File: src/rtl/acc_spi_pkg.sv
`timescale 1ns/1ps
package acc_spi_pkg;
  localparam int FRAME_W = 32;
  localparam int REG_AW  = 5;
  localparam int VAL_W   = 16;
  localparam logic [7:0] CRC_POLY = 8'h1D;

  typedef enum logic [2:0] {
    ST_IDLE,
    ST_CMD,
    ST_GAP_MID,
    ST_RSP,
    ST_GAP_END
  } xact_st_e;

  // inverted CRC-8, msb first, seed 0xFF
  function automatic logic [7:0] crc8_inv(input logic [23:0] d);
    logic [7:0] c;
    logic       fb;
    c = 8'hFF;
    for (int i = 23; i >= 0; i--) begin
      fb = c[7] ^ d[i];
      c  = {c[6:0], 1'b0};
      if (fb) c = c ^ CRC_POLY;
    end
    return ~c;
  endfunction

  function automatic logic [FRAME_W-1:0] build_cmd(input logic wr,
                                                   input logic [REG_AW-1:0] a,
                                                   input logic [VAL_W-1:0] wd);
    logic [23:0] h;
    h = {wr, a, 2'b00, wd};
    return {h, crc8_inv(h)};
  endfunction
endpackage

File: src/rtl/acc_spi_shifter.sv
`timescale 1ns/1ps
module acc_spi_shifter #(
  parameter int DIV_HALF = 5,
  parameter int FRAME_W  = 32
) (
  input  logic               clk_i,
  input  logic               rst_ni,
  input  logic               start_i,
  input  logic [FRAME_W-1:0] frame_i,
  input  logic               miso_i,
  output logic               sclk_o,
  output logic               mosi_o,
  output logic               cs_no,
  output logic               done_o,
  output logic [FRAME_W-1:0] rx_o
);
  localparam int HC_W = (DIV_HALF > 1) ? $clog2(DIV_HALF) : 1;
  localparam int BC_W = $clog2(FRAME_W);

  logic               busy_q, sclk_q, done_q;
  logic [HC_W-1:0]    hcnt_q;
  logic [BC_W-1:0]    bcnt_q;
  logic [FRAME_W-1:0] tx_q, rx_q;

  always_ff @(posedge clk_i or negedge rst_ni) begin
    if (!rst_ni) begin
      busy_q <= 1'b0;
      sclk_q <= 1'b0;
      done_q <= 1'b0;
      hcnt_q <= '0;
      bcnt_q <= '0;
      tx_q   <= '0;
      rx_q   <= '0;
    end else begin
      done_q <= 1'b0;
      if (!busy_q) begin
        if (start_i) begin
          busy_q <= 1'b1;
          tx_q   <= frame_i;
          rx_q   <= '0;
          sclk_q <= 1'b0;
          hcnt_q <= '0;
          bcnt_q <= '0;
        end
      end else if (hcnt_q == HC_W'(DIV_HALF - 1)) begin
        hcnt_q <= '0;
        if (!sclk_q) begin
          sclk_q <= 1'b1;
          rx_q   <= {rx_q[FRAME_W-2:0], miso_i};
        end else begin
          sclk_q <= 1'b0;
          tx_q   <= {tx_q[FRAME_W-2:0], 1'b0};
          if (bcnt_q == BC_W'(FRAME_W - 1)) begin
            busy_q <= 1'b0;
            done_q <= 1'b1;
          end else begin
            bcnt_q <= bcnt_q + 1'b1;
          end
        end
      end else begin
        hcnt_q <= hcnt_q + 1'b1;
      end
    end
  end

  assign sclk_o = sclk_q;
  assign mosi_o = busy_q & tx_q[FRAME_W-1];
  assign cs_no  = ~busy_q;
  assign done_o = done_q;
  assign rx_o   = rx_q;
endmodule

File: src/rtl/acc_spi_gap_timer.sv
`timescale 1ns/1ps
module acc_spi_gap_timer #(
  parameter int GAP_CYC = 2500
) (
  input  logic clk_i,
  input  logic rst_ni,
  input  logic start_i,
  output logic expire_o
);
  localparam int CW = $clog2(GAP_CYC + 1);

  logic [CW-1:0] cnt_q;
  logic          run_q, exp_q;

  always_ff @(posedge clk_i or negedge rst_ni) begin
    if (!rst_ni) begin
      cnt_q <= '0;
      run_q <= 1'b0;
      exp_q <= 1'b0;
    end else begin
      exp_q <= 1'b0;
      if (start_i) begin
        cnt_q <= '0;
        run_q <= 1'b1;
      end else if (run_q) begin
        if (cnt_q == CW'(GAP_CYC - 1)) begin
          run_q <= 1'b0;
          exp_q <= 1'b1;
        end else begin
          cnt_q <= cnt_q + 1'b1;
        end
      end
    end
  end

  assign expire_o = exp_q;
endmodule

File: src/rtl/acc_spi_xactor.sv
`timescale 1ns/1ps
module acc_spi_xactor
  import acc_spi_pkg::*;
#(
  parameter int DIV_HALF  = 5,
  parameter int GAP_CYC   = 2500,
  parameter int ADDR_IN_W = 8,
  parameter int DATA_W    = 32
) (
  input  logic                 clk_i,
  input  logic                 rst_ni,
  input  logic                 req_valid_i,
  output logic                 req_ready_o,
  input  logic                 req_write_i,
  input  logic [ADDR_IN_W-1:0] req_addr_i,
  input  logic [VAL_W-1:0]     req_wdata_i,
  output logic                 rsp_valid_o,
  output logic [DATA_W-1:0]    rsp_data_o,
  output logic                 rsp_crc_err_o,
  output logic                 rsp_dev_err_o,
  output logic                 rsp_addr_err_o,
  output logic                 sclk_o,
  output logic                 mosi_o,
  input  logic                 miso_i,
  output logic                 cs_no
);
  localparam int MAX_ADDR = (1 << REG_AW) - 1;

  xact_st_e           st_q;
  logic               start_q;
  logic [FRAME_W-1:0] frame_q;
  logic               sh_done, gap_exp;
  logic [FRAME_W-1:0] rx;
  logic [DATA_W-1:0]  rx_ext;
  logic               addr_bad;
  logic               rsp_valid_q, crc_err_q, dev_err_q, addr_err_q;
  logic [DATA_W-1:0]  data_q;
  logic [5:0]         unused_rx_hi;

  acc_spi_shifter #(.DIV_HALF(DIV_HALF), .FRAME_W(FRAME_W)) u_shift (
    .clk_i   (clk_i),
    .rst_ni  (rst_ni),
    .start_i (start_q),
    .frame_i (frame_q),
    .miso_i  (miso_i),
    .sclk_o  (sclk_o),
    .mosi_o  (mosi_o),
    .cs_no   (cs_no),
    .done_o  (sh_done),
    .rx_o    (rx)
  );

  // every frame end restarts the idle-gap window
  acc_spi_gap_timer #(.GAP_CYC(GAP_CYC)) u_gap (
    .clk_i    (clk_i),
    .rst_ni   (rst_ni),
    .start_i  (sh_done),
    .expire_o (gap_exp)
  );

  generate
    if (DATA_W > VAL_W) begin : g_sext
      assign rx_ext = {{(DATA_W-VAL_W){rx[23]}}, rx[23:8]};
    end else begin : g_noext
      assign rx_ext = rx[23:8];
    end
  endgenerate

  assign unused_rx_hi = rx[31:26];
  assign addr_bad     = req_addr_i > ADDR_IN_W'(MAX_ADDR);

  always_ff @(posedge clk_i or negedge rst_ni) begin
    if (!rst_ni) begin
      st_q        <= ST_IDLE;
      start_q     <= 1'b0;
      frame_q     <= '0;
      rsp_valid_q <= 1'b0;
      crc_err_q   <= 1'b0;
      dev_err_q   <= 1'b0;
      addr_err_q  <= 1'b0;
      data_q      <= '0;
    end else begin
      start_q     <= 1'b0;
      rsp_valid_q <= 1'b0;
      unique case (st_q)
        ST_IDLE: if (req_valid_i) begin
          if (addr_bad) begin
            rsp_valid_q <= 1'b1;
            addr_err_q  <= 1'b1;
            crc_err_q   <= 1'b0;
            dev_err_q   <= 1'b0;
            data_q      <= '0;
          end else begin
            frame_q <= build_cmd(req_write_i, req_addr_i[REG_AW-1:0],
                                 req_write_i ? req_wdata_i : '0);
            start_q <= 1'b1;
            st_q    <= ST_CMD;
          end
        end
        ST_CMD: if (sh_done) st_q <= ST_GAP_MID;
        ST_GAP_MID: if (gap_exp) begin
          frame_q <= '0;
          start_q <= 1'b1;
          st_q    <= ST_RSP;
        end
        ST_RSP: if (sh_done) begin
          rsp_valid_q <= 1'b1;
          addr_err_q  <= 1'b0;
          dev_err_q   <= (rx[25:24] == 2'b11);
          crc_err_q   <= (rx[7:0] != crc8_inv(rx[31:8]));
          data_q      <= rx_ext;
          st_q        <= ST_GAP_END;
        end
        ST_GAP_END: if (gap_exp) st_q <= ST_IDLE;
        default: st_q <= ST_IDLE;
      endcase
    end
  end

  assign req_ready_o    = (st_q == ST_IDLE);
  assign rsp_valid_o    = rsp_valid_q;
  assign rsp_data_o     = data_q;
  assign rsp_crc_err_o  = crc_err_q;
  assign rsp_dev_err_o  = dev_err_q;
  assign rsp_addr_err_o = addr_err_q;
endmodule

File: config.mk
export PLATFORM = sky130hd
export DESIGN_NAME = acc_spi_xactor
export DESIGN_NICKNAME = d
export VERILOG_FILES = /design/src/rtl/acc_spi_pkg.sv /design/src/rtl/acc_spi_shifter.sv /design/src/rtl/acc_spi_gap_timer.sv /design/src/rtl/acc_spi_xactor.sv
export SDC_FILE = /design/constraint.sdc
export NUM_CORES = 1
export LEC_CHECK = 0
export BUFFER_PORTS_ARGS = -buffer_cell sky130_fd_sc_hd__buf_2
export CAP_MARGIN = 20
export CORE_ASPECT_RATIO = 0.7
export CORE_UTILIZATION = 50
export CTS_CLUSTER_SIZE = 16
export DETAILED_ROUTE_END_ITERATION = 6
export PLACE_DENSITY = 0.67
export REMOVE_ABC_BUFFERS = 1
export SLEW_MARGIN = 20
export SYNTH_ARGS = -nofsm -noshare
export SYNTH_HDL_FRONTEND = slang
export SYNTH_SLANG_ARGS = --single-unit
export TNS_END_PERCENT = 50
File: constraint.sdc
create_clock -name clk_i -period 3.4 [get_ports clk_i]
set_input_delay 1.02 -clock clk_i [delete_from_list [all_inputs] [get_ports clk_i]]
set_output_delay 1.02 -clock clk_i [all_outputs]
set_load 0.03 [all_outputs]
After elaboration in Yosys (flattened, before gate mapping)
Cells that the tools add are included.
{ "word_totals": {"ff_bits": 161, "latchBits": 0, "ram_bits": 0, "romBits": 0, "input_bits": 29, "out_inout_bits": 40, "elab_cells": 390, "memories": 0} }
{ "op_classes": {"n_addsub": 3, "multipliers": 0, "div": 0, "n_lt_le_gt_ge": 1, "eq_ne": 21, "shifts": 0, "n_mux": 240, "bitwise_logic": 94, "reduce_logical": 13} }
{ "op_table": {"columns": ["op", "n"], "rows": [
  ["$mux 8", 120],
  ["$mux 32", 14],
  ["$mux 5", 53],
  ["$not 4->4", 46],
  ["$pmux 32 s2", 2],
  ["$xor 1x1->1", 44],
  ["$mux 12", 3],
  ["$mux 1", 32],
  ["$mux 3", 9],
  ["$mux 16", 1],
  ["$not 8->8", 2],
  ["$pmux 3 s5", 1],
  ["$ne 2x2->1 const B", 7],
  ["$add 12x1->12 const B", 1],
  ["$eq 12x12->1 const B", 1],
  ["$reduce_and 4->1", 3],
  ["$ne 2x1->1 const B", 5],
  ["$pmux 1 s2", 5],
  ["$gt 8x5->1 const B", 1],
  ["$ne 8x8->1", 1],
  ["$reduce_bool 2->1", 4],
  ["$eq 3x2->1 const B", 2],
  ["$eq 3x3->1 const B", 2],
  ["$reduce_and 3->1", 2],
  ["10 further kinds", 11]
]} }

Longest topological paths before layout
{ "logic_depth": {"depth_word": 123, "mapped_depth": 9, "ltp_nobuf": 8} }

Modules after synthesis
A second synthesis with hierarchy kept.
{ "unflattened": {"hier_cells": 672, "area_unflattened_um2": 7841.3} }
{ "modules_own_cells": {"columns": ["mod", "n_inst", "cells_each", "area_each_um2", "seq_area_each_um2"], "rows": [
  ["acc_spi_xactor", 1, 357, 3769.9, 1351.3],
  ["acc_spi_shifter", 1, 242, 3342.0, 1876.8],
  ["acc_spi_gap_timer", 1, 73, 729.4, 350.3]
]} }

Worst setup path before layout
Ideal clock, no wire load.
{ "synth_path": {"path_kind": "input -> register", "startpoint": "in req_wdata_i[15]", "endpoint": "reg frame_q[4]", "setup_time_ps": 80, "t_arrival_ps": 3375, "t_required_ps": 3320, "slack_ps": -55, "path_stages": 9, "n_path_buf": 1, "cell_sequence": "buf_2 xor2_1 nand2_1 xor2_2 xor3_1 xnor3_1 xnor3_1 xnor3_1 o21ai_1"} }
{ "synth_via": {"elab_chain_len": 72, "word_cells_on_any_way": 94, "classes_between": "68 x mux; 26 x bitwise"} }
{ "synth_lines": {"columns": ["item", "line_no", "text"], "rows": [
  ["start: declaration", "acc_spi_xactor.sv:16", "input logic [VAL_W-1:0] req_wdata_i,"],
  ["$mux 16 (*)", "acc_spi_xactor.sv:95", "req_write_i ? req_wdata_i : '0);"],
  ["$xor 1x1->1 (*)", "acc_spi_pkg.sv:22", "fb = c[7] ^ d[i];"],
  ["$mux 5 (*)", "acc_spi_pkg.sv:24", "if (fb) c = c ^ CRC_POLY;"],
  ["$mux 8 (*)", "acc_spi_xactor.sv:87", "if (addr_bad) begin"],
  ["$mux 8 (*)", "acc_spi_xactor.sv:86", "ST_IDLE: if (req_valid_i) begin"],
  ["$mux 8 (*)", "acc_spi_xactor.sv:85", "unique case (st_q)"],
  ["$not 4->4 (no line) / $mux 5 (equally long branches)", null, null],
  ["$mux 5 / $mux 8 (equally long branches)", "acc_spi_pkg.sv:24, acc_spi_xactor.sv:87", null],
  ["[56 not listed]", null, null],
  ["$mux 5 (*)", "acc_spi_pkg.sv:24", null],
  ["$mux 8 (*)", "acc_spi_xactor.sv:87", null],
  ["$mux 8 (*)", "acc_spi_xactor.sv:86", null],
  ["$mux 8 (*)", "acc_spi_xactor.sv:85", null],
  ["$not 8->8 (*)", "acc_spi_pkg.sv:26", "return ~c;"],
  ["$mux 32 (*)", "acc_spi_xactor.sv:87", null],
  ["$mux 32 (*)", "acc_spi_xactor.sv:86", null],
  ["$pmux 32 s2 (*)", "acc_spi_xactor.sv:85", null],
  ["end signal: assignment", "acc_spi_xactor.sv:94", "frame_q <= build_cmd(req_write_i, req_addr_i[REG_AW-1:0],"],
  ["end: declaration", "acc_spi_xactor.sv:31", "logic [FRAME_W-1:0] frame_q;"]
]} }
Mark *: on every way between the ends. The rest lies on a longest branch, timed or not. The select of a mux whose other input is x is not followed.
A chain may end at the register's enable or synchronous reset.

Worst setup path after layout
{ "layout_path": {"startpoint": "reg u_shift.rx_q[20], in the netlist u_shift.rx_o[20]", "endpoint": "reg crc_err_q, in the netlist rsp_crc_err_o"} }
{ "layout_via": {"elab_chain_len": 48, "word_cells_on_any_way": 64, "classes_between": "1 x eq/ne; 41 x mux; 22 x bitwise"} }
{ "layout_lines": {"columns": ["item", "line_no", "text"], "rows": [
  ["start: declaration", "acc_spi_shifter.sv:23", "logic [FRAME_W-1:0] tx_q, rx_q;"],
  ["start signal: assignment", "acc_spi_shifter.sv:49", "rx_q <= {rx_q[FRAME_W-2:0], miso_i};"],
  ["$xor 1x1->1 (*)", "acc_spi_pkg.sv:22", null],
  ["$mux 5 (*)", "acc_spi_pkg.sv:24", null],
  ["$mux 8 (*)", "acc_spi_xactor.sv:106", "ST_RSP: if (sh_done) begin"],
  ["$mux 8 (*)", "acc_spi_xactor.sv:85", null],
  ["$mux 5", "acc_spi_pkg.sv:24", null],
  ["$mux 8 (*)", "acc_spi_xactor.sv:106", null],
  ["$mux 8 (*)", "acc_spi_xactor.sv:85", null],
  ["$not 4->4 (no line)", null, null],
  ["[32 not listed]", null, null],
  ["$not 4->4 (no line)", null, null],
  ["$mux 5", "acc_spi_pkg.sv:24", null],
  ["$mux 8 (*)", "acc_spi_xactor.sv:106", null],
  ["$mux 8 (*)", "acc_spi_xactor.sv:85", null],
  ["$not 8->8 (*)", "acc_spi_pkg.sv:26", null],
  ["$ne 8x8->1 (*)", "acc_spi_xactor.sv:110", "crc_err_q <= (rx[7:0] != crc8_inv(rx[31:8]));"],
  ["$mux 1 (*)", "acc_spi_xactor.sv:106", null],
  ["$pmux 1 s2 (*)", "acc_spi_xactor.sv:85", null],
  ["end signal: assignment", "acc_spi_xactor.sv:110", null],
  ["end: declaration", "acc_spi_xactor.sv:36", "logic rsp_valid_q, crc_err_q, dev_err_q, addr_err_q;"]
]} }
Marked as above.

==> flow_summary.toml <==
[drt]
route.vias.total = 5330
antenna_left = 0
avgRoutedWirePerCell_um = 16.4
remaining_drc_errors = 0
viasPerCell = 5.49
totalWireLength_um = 15900
drt-initial-drc-count = 390
first_pass_iters = 4

[layout]
fin_cells = 971
fin_area_um2 = 8900
fin_nets = 797
syn_to_final_growth_pct = 15.3
utilization_pct = 59.7
antenna_cells_inserted = 0
drive_above_1_share_pct = 19.6

[critical_path]
critical-path-max-stage-delay_ns = 0.51
critPathArrivalTime_ns = 3.49
worstSetupPathType = "reg -> reg"
reg2reg_depth = 8
crit_chain = "xnor3_1 -> xnor2_1 -> xor3_2 -> xor3_2 -> xnor3_1 -> mux2i_1 -> o22ai_1 -> a41oi_1"
cp-start-kind = "register"
worstSetupEndpointType = "register"
r2r_end = "rsp_crc_err_o"
rrSetupSlack_ns = 0.24
cp.required_ns = 3.73
crit_fanout = 5
cp_slowest_cell = "xnor3_1"
r2r_start = "u_shift.rx_o[20]"

[yosys]
seq_area_frac_synth_pct = 46.3
yosys.cell_types.count = 51
synth.avg_cell_area_um2 = 11.1
netlist_area_um2 = 7720
syn_inst = 698
ys.flop_type = "dfrtp_1"
yosys_warnings = 0
ys_seq_elements = 143
synth_edf_count = 0
async_flop_share_pct = 100

[grt]
grt_pass1_wl_um = 26700
grt_max_degree = 85
grt_pass1_vias = 5217
grt.overflow.total = 0
globalRouteTotalUtil_pct = 21.9
antenna_found_initial = 0

[clocking]
postCtsSetupRepairBufs = 0
numCtsBuffers = 17
holdBufCountCts = 0
clkTransAtPathRegs_ns = 0.06
cts_max_path_buffers = 2
cts.sinks = 143
cts_root_buf = "clkbuf_16"
h-tree-depth = 4
ctsResizeCount = 0
insertion_delay_ns = 0.42
cts_tree = "yes"

[timing]
slew_headroom_pct = 47.1
clock_skew_ns = 0.0116
period_needed_ns = 3.16
fin_crit_sh_pct = 93.1
tightest_slew_ns = 0.793
hold_violations = 0
rsz0062_at_grt = "no"
finalSetupTns_ns = 0
timing.fmax_mhz = 316
slew_violations = 0
setup_violations = 0

[floorplanning]
die_w_um = 151
start_util_pct = 51.8
core_um2 = 14900
die_h_um = 106
pin_count = 69
die_area_um2 = 16000
fp-row-count = 37

[place]
dpl.cell_count = 939
hpwl_um = 11000
dpl_cell_area_um2 = 8340
numPortBuffers = 68
gp_congestion = 0.903

[job]
maxCapViolCount = 0

[status]
run_status = "completed"

[hold_path]
min_from = "u_gap.expire_o"
worstHoldPathType = "reg -> reg"
hold_depth = 1
min_to = "st_q[2]"

[power_and_ir_drop]
p_leak_nw = 4.52
irDropWorstVdd_mv = 0.383
power_w = 0.00548
power.density_nw_per_um2 = 616
==> flip-flops by register name, summed over array words and instances (netlist names) <==
| name | flops |
|---|---|
| u_shift.done_o | 1 |
| u_shift.hcnt_q | 3 |
| u_gap.run_q | 1 |
| start_q | 1 |
| rsp_addr_err_o | 1 |
| u_shift.bcnt_q | 5 |
| rsp_dev_err_o | 1 |
| rsp_data_o | 16 |
| u_shift.tx_q | 32 |
| rsp_valid_o | 1 |
| u_gap.cnt_q | 12 |
| frame_q | 30 |
| rsp_crc_err_o | 1 |
| u_shift.rx_o | 32 |
| u_gap.expire_o | 1 |
| u_shift.busy_q | 1 |
| u_shift.sclk_o | 1 |
| st_q | 3 |
==> report_power, final <==
part | internal (W) | switching [W] | leakage, nW
logic | 0.000865 | 0.000698 | 2.31
clock network | 0.00105 | 0.000734 | 0.269
registers | 0.00195 | 0.000190 | 1.94
total | 0.00386 | 0.00162 | 4.52
==> cells in the mapped netlist, types with 2 or more instances <==
library cell / n / area share [%]
xor3_2: 2 / 0.65
inv_1: 6 / 0.29
xnor2_2: 3 / 0.63
o21ai_0: 41 / 2.7
dfrtp_1: 143 / 46
and2_1: 4 / 0.32
xnor3_2: 2 / 0.62
nand3_1: 28 / 1.8
or3_1: 3 / 0.24
nor2b_1: 2 / 0.16
xor2_1: 33 / 3.7
buf_1: 3 / 0.15
clkbuf_1: 33 / 1.6
ha_1: 5 / 0.81
buf_4: 16 / 1.6
a31oi_1: 2 / 0.16
xor3_1: 4 / 1.2
nand4_1: 4 / 0.32
nor2_1: 24 / 1.2
xnor2_1: 66 / 7.5
xnor3_1: 26 / 7.6
buf_2: 3 / 0.19
and3_1: 7 / 0.57
a22o_1: 54 / 6.1
a21oi_1: 7 / 0.45
a31o_2: 2 / 0.23
nand2_1: 108 / 5.2
nor3_1: 8 / 0.52
and4_1: 2 / 0.23
mux2i_1: 31 / 4.0
nor4b_1: 2 / 0.23
o22ai_1: 2 / 0.16
clkbuf_2: 2 / 0.13
nand3b_1: 2 / 0.19
nand2b_1: 2 / 0.16
==> worst max-delay path: cells and delay by family (launching register included) <==
family	cells	cell delay [ns]
multiplexers	1	0.16
AO/OA/AOI/OAI	2	0.34
flip-flops	1	0.45
XOR/XNOR	5	2.12
==> layout make-up <==
type,count,area [µm²]
fill,1214,6000
multi-input combinational,491,3860
sequential,143,3580
timing repair buffer,103,622
clock buffer,20,457
tap,195,244
clock inverter,12,110
inverter,7,26.3
==> worst max-delay path by stage <==
stage	start	slack, ns	cells after the start	to
3_3_place_gp	req_addr_i[0]	0.02	9	frame_q[4]
6_report	u_shift.rx_o[20]	0.24	8	rsp_crc_err_o
3_5_place_dp	req_addr_i[0]	-0.07	10	frame_q[4]
4_1_cts	u_shift.rx_o[20]	0.26	8	rsp_crc_err_o
2_1_floorplan	u_shift.busy_q	-2.09	4	u_shift.rx_o[25]
5_1_grt	u_shift.rx_o[20]	0.12	8	rsp_crc_err_o
==> kinds of logic (layout without fill, tap and decap cells) <==
family | Yosys count | count (layout) | synth area share, %
xor+xnor | 138 | 138 | 22.5
fa+ha+maj | 5 | 5 | 0.810
compound gates | 118 | 118 | 10.8
flops | 143 | 143 | 46.3
buf+inv | 64 | 142 | 3.97
mux | 32 | 32 | 4.16
simple gates | 198 | 198 | 11.4
==> stage by stage <==
stage / hold slack, ns / setup slack (ns)
global route: 0.467 / 0.116
CTS: 0.448 / 0.257
finish: 0.446 / 0.236
detailed placement: 0.440 / -0.0670
global placement: 0.439 / 0.0173
floorplan: 0.420 / -2.09
==> layer usage <==
layer,part of all wire [%],global-route usage (%),wire (µm),vias to the layer above
li1,-,-,-,2540
met1,50,32.4,7980,2655
met4,0.94,6.28,150,0
met3,4.6,5.15,736,11
met2,44,31.9,7050,124
met5,0,0,0,-
==> cell usage in the layout, fill, tap and decap left out, types with 5 or more instances in the layout <==
| master | synthesis | routed |
|---|---|---|
| and3_1 | 7 | 7 |
| nor3_1 | 8 | 7 |
| nand2_1 | 108 | 108 |
| xnor2_1 | 66 | 66 |
| inv_1 | 6 | 6 |
| clkbuf_16 | 0 | 17 |
| a22o_1 | 54 | 54 |
| xor2_1 | 33 | 33 |
| nand3_1 | 28 | 28 |
| a21oi_1 | 7 | 7 |
| xnor3_1 | 26 | 26 |
| dfrtp_1 | 143 | 142 |
| mux2i_1 | 31 | 31 |
| ha_1 | 5 | 5 |
| buf_2 | 3 | 67 |
| o21ai_0 | 41 | 41 |
| nor2_1 | 24 | 23 |
| buf_4 | 16 | 34 |
(Power assumes the default switching activity.)
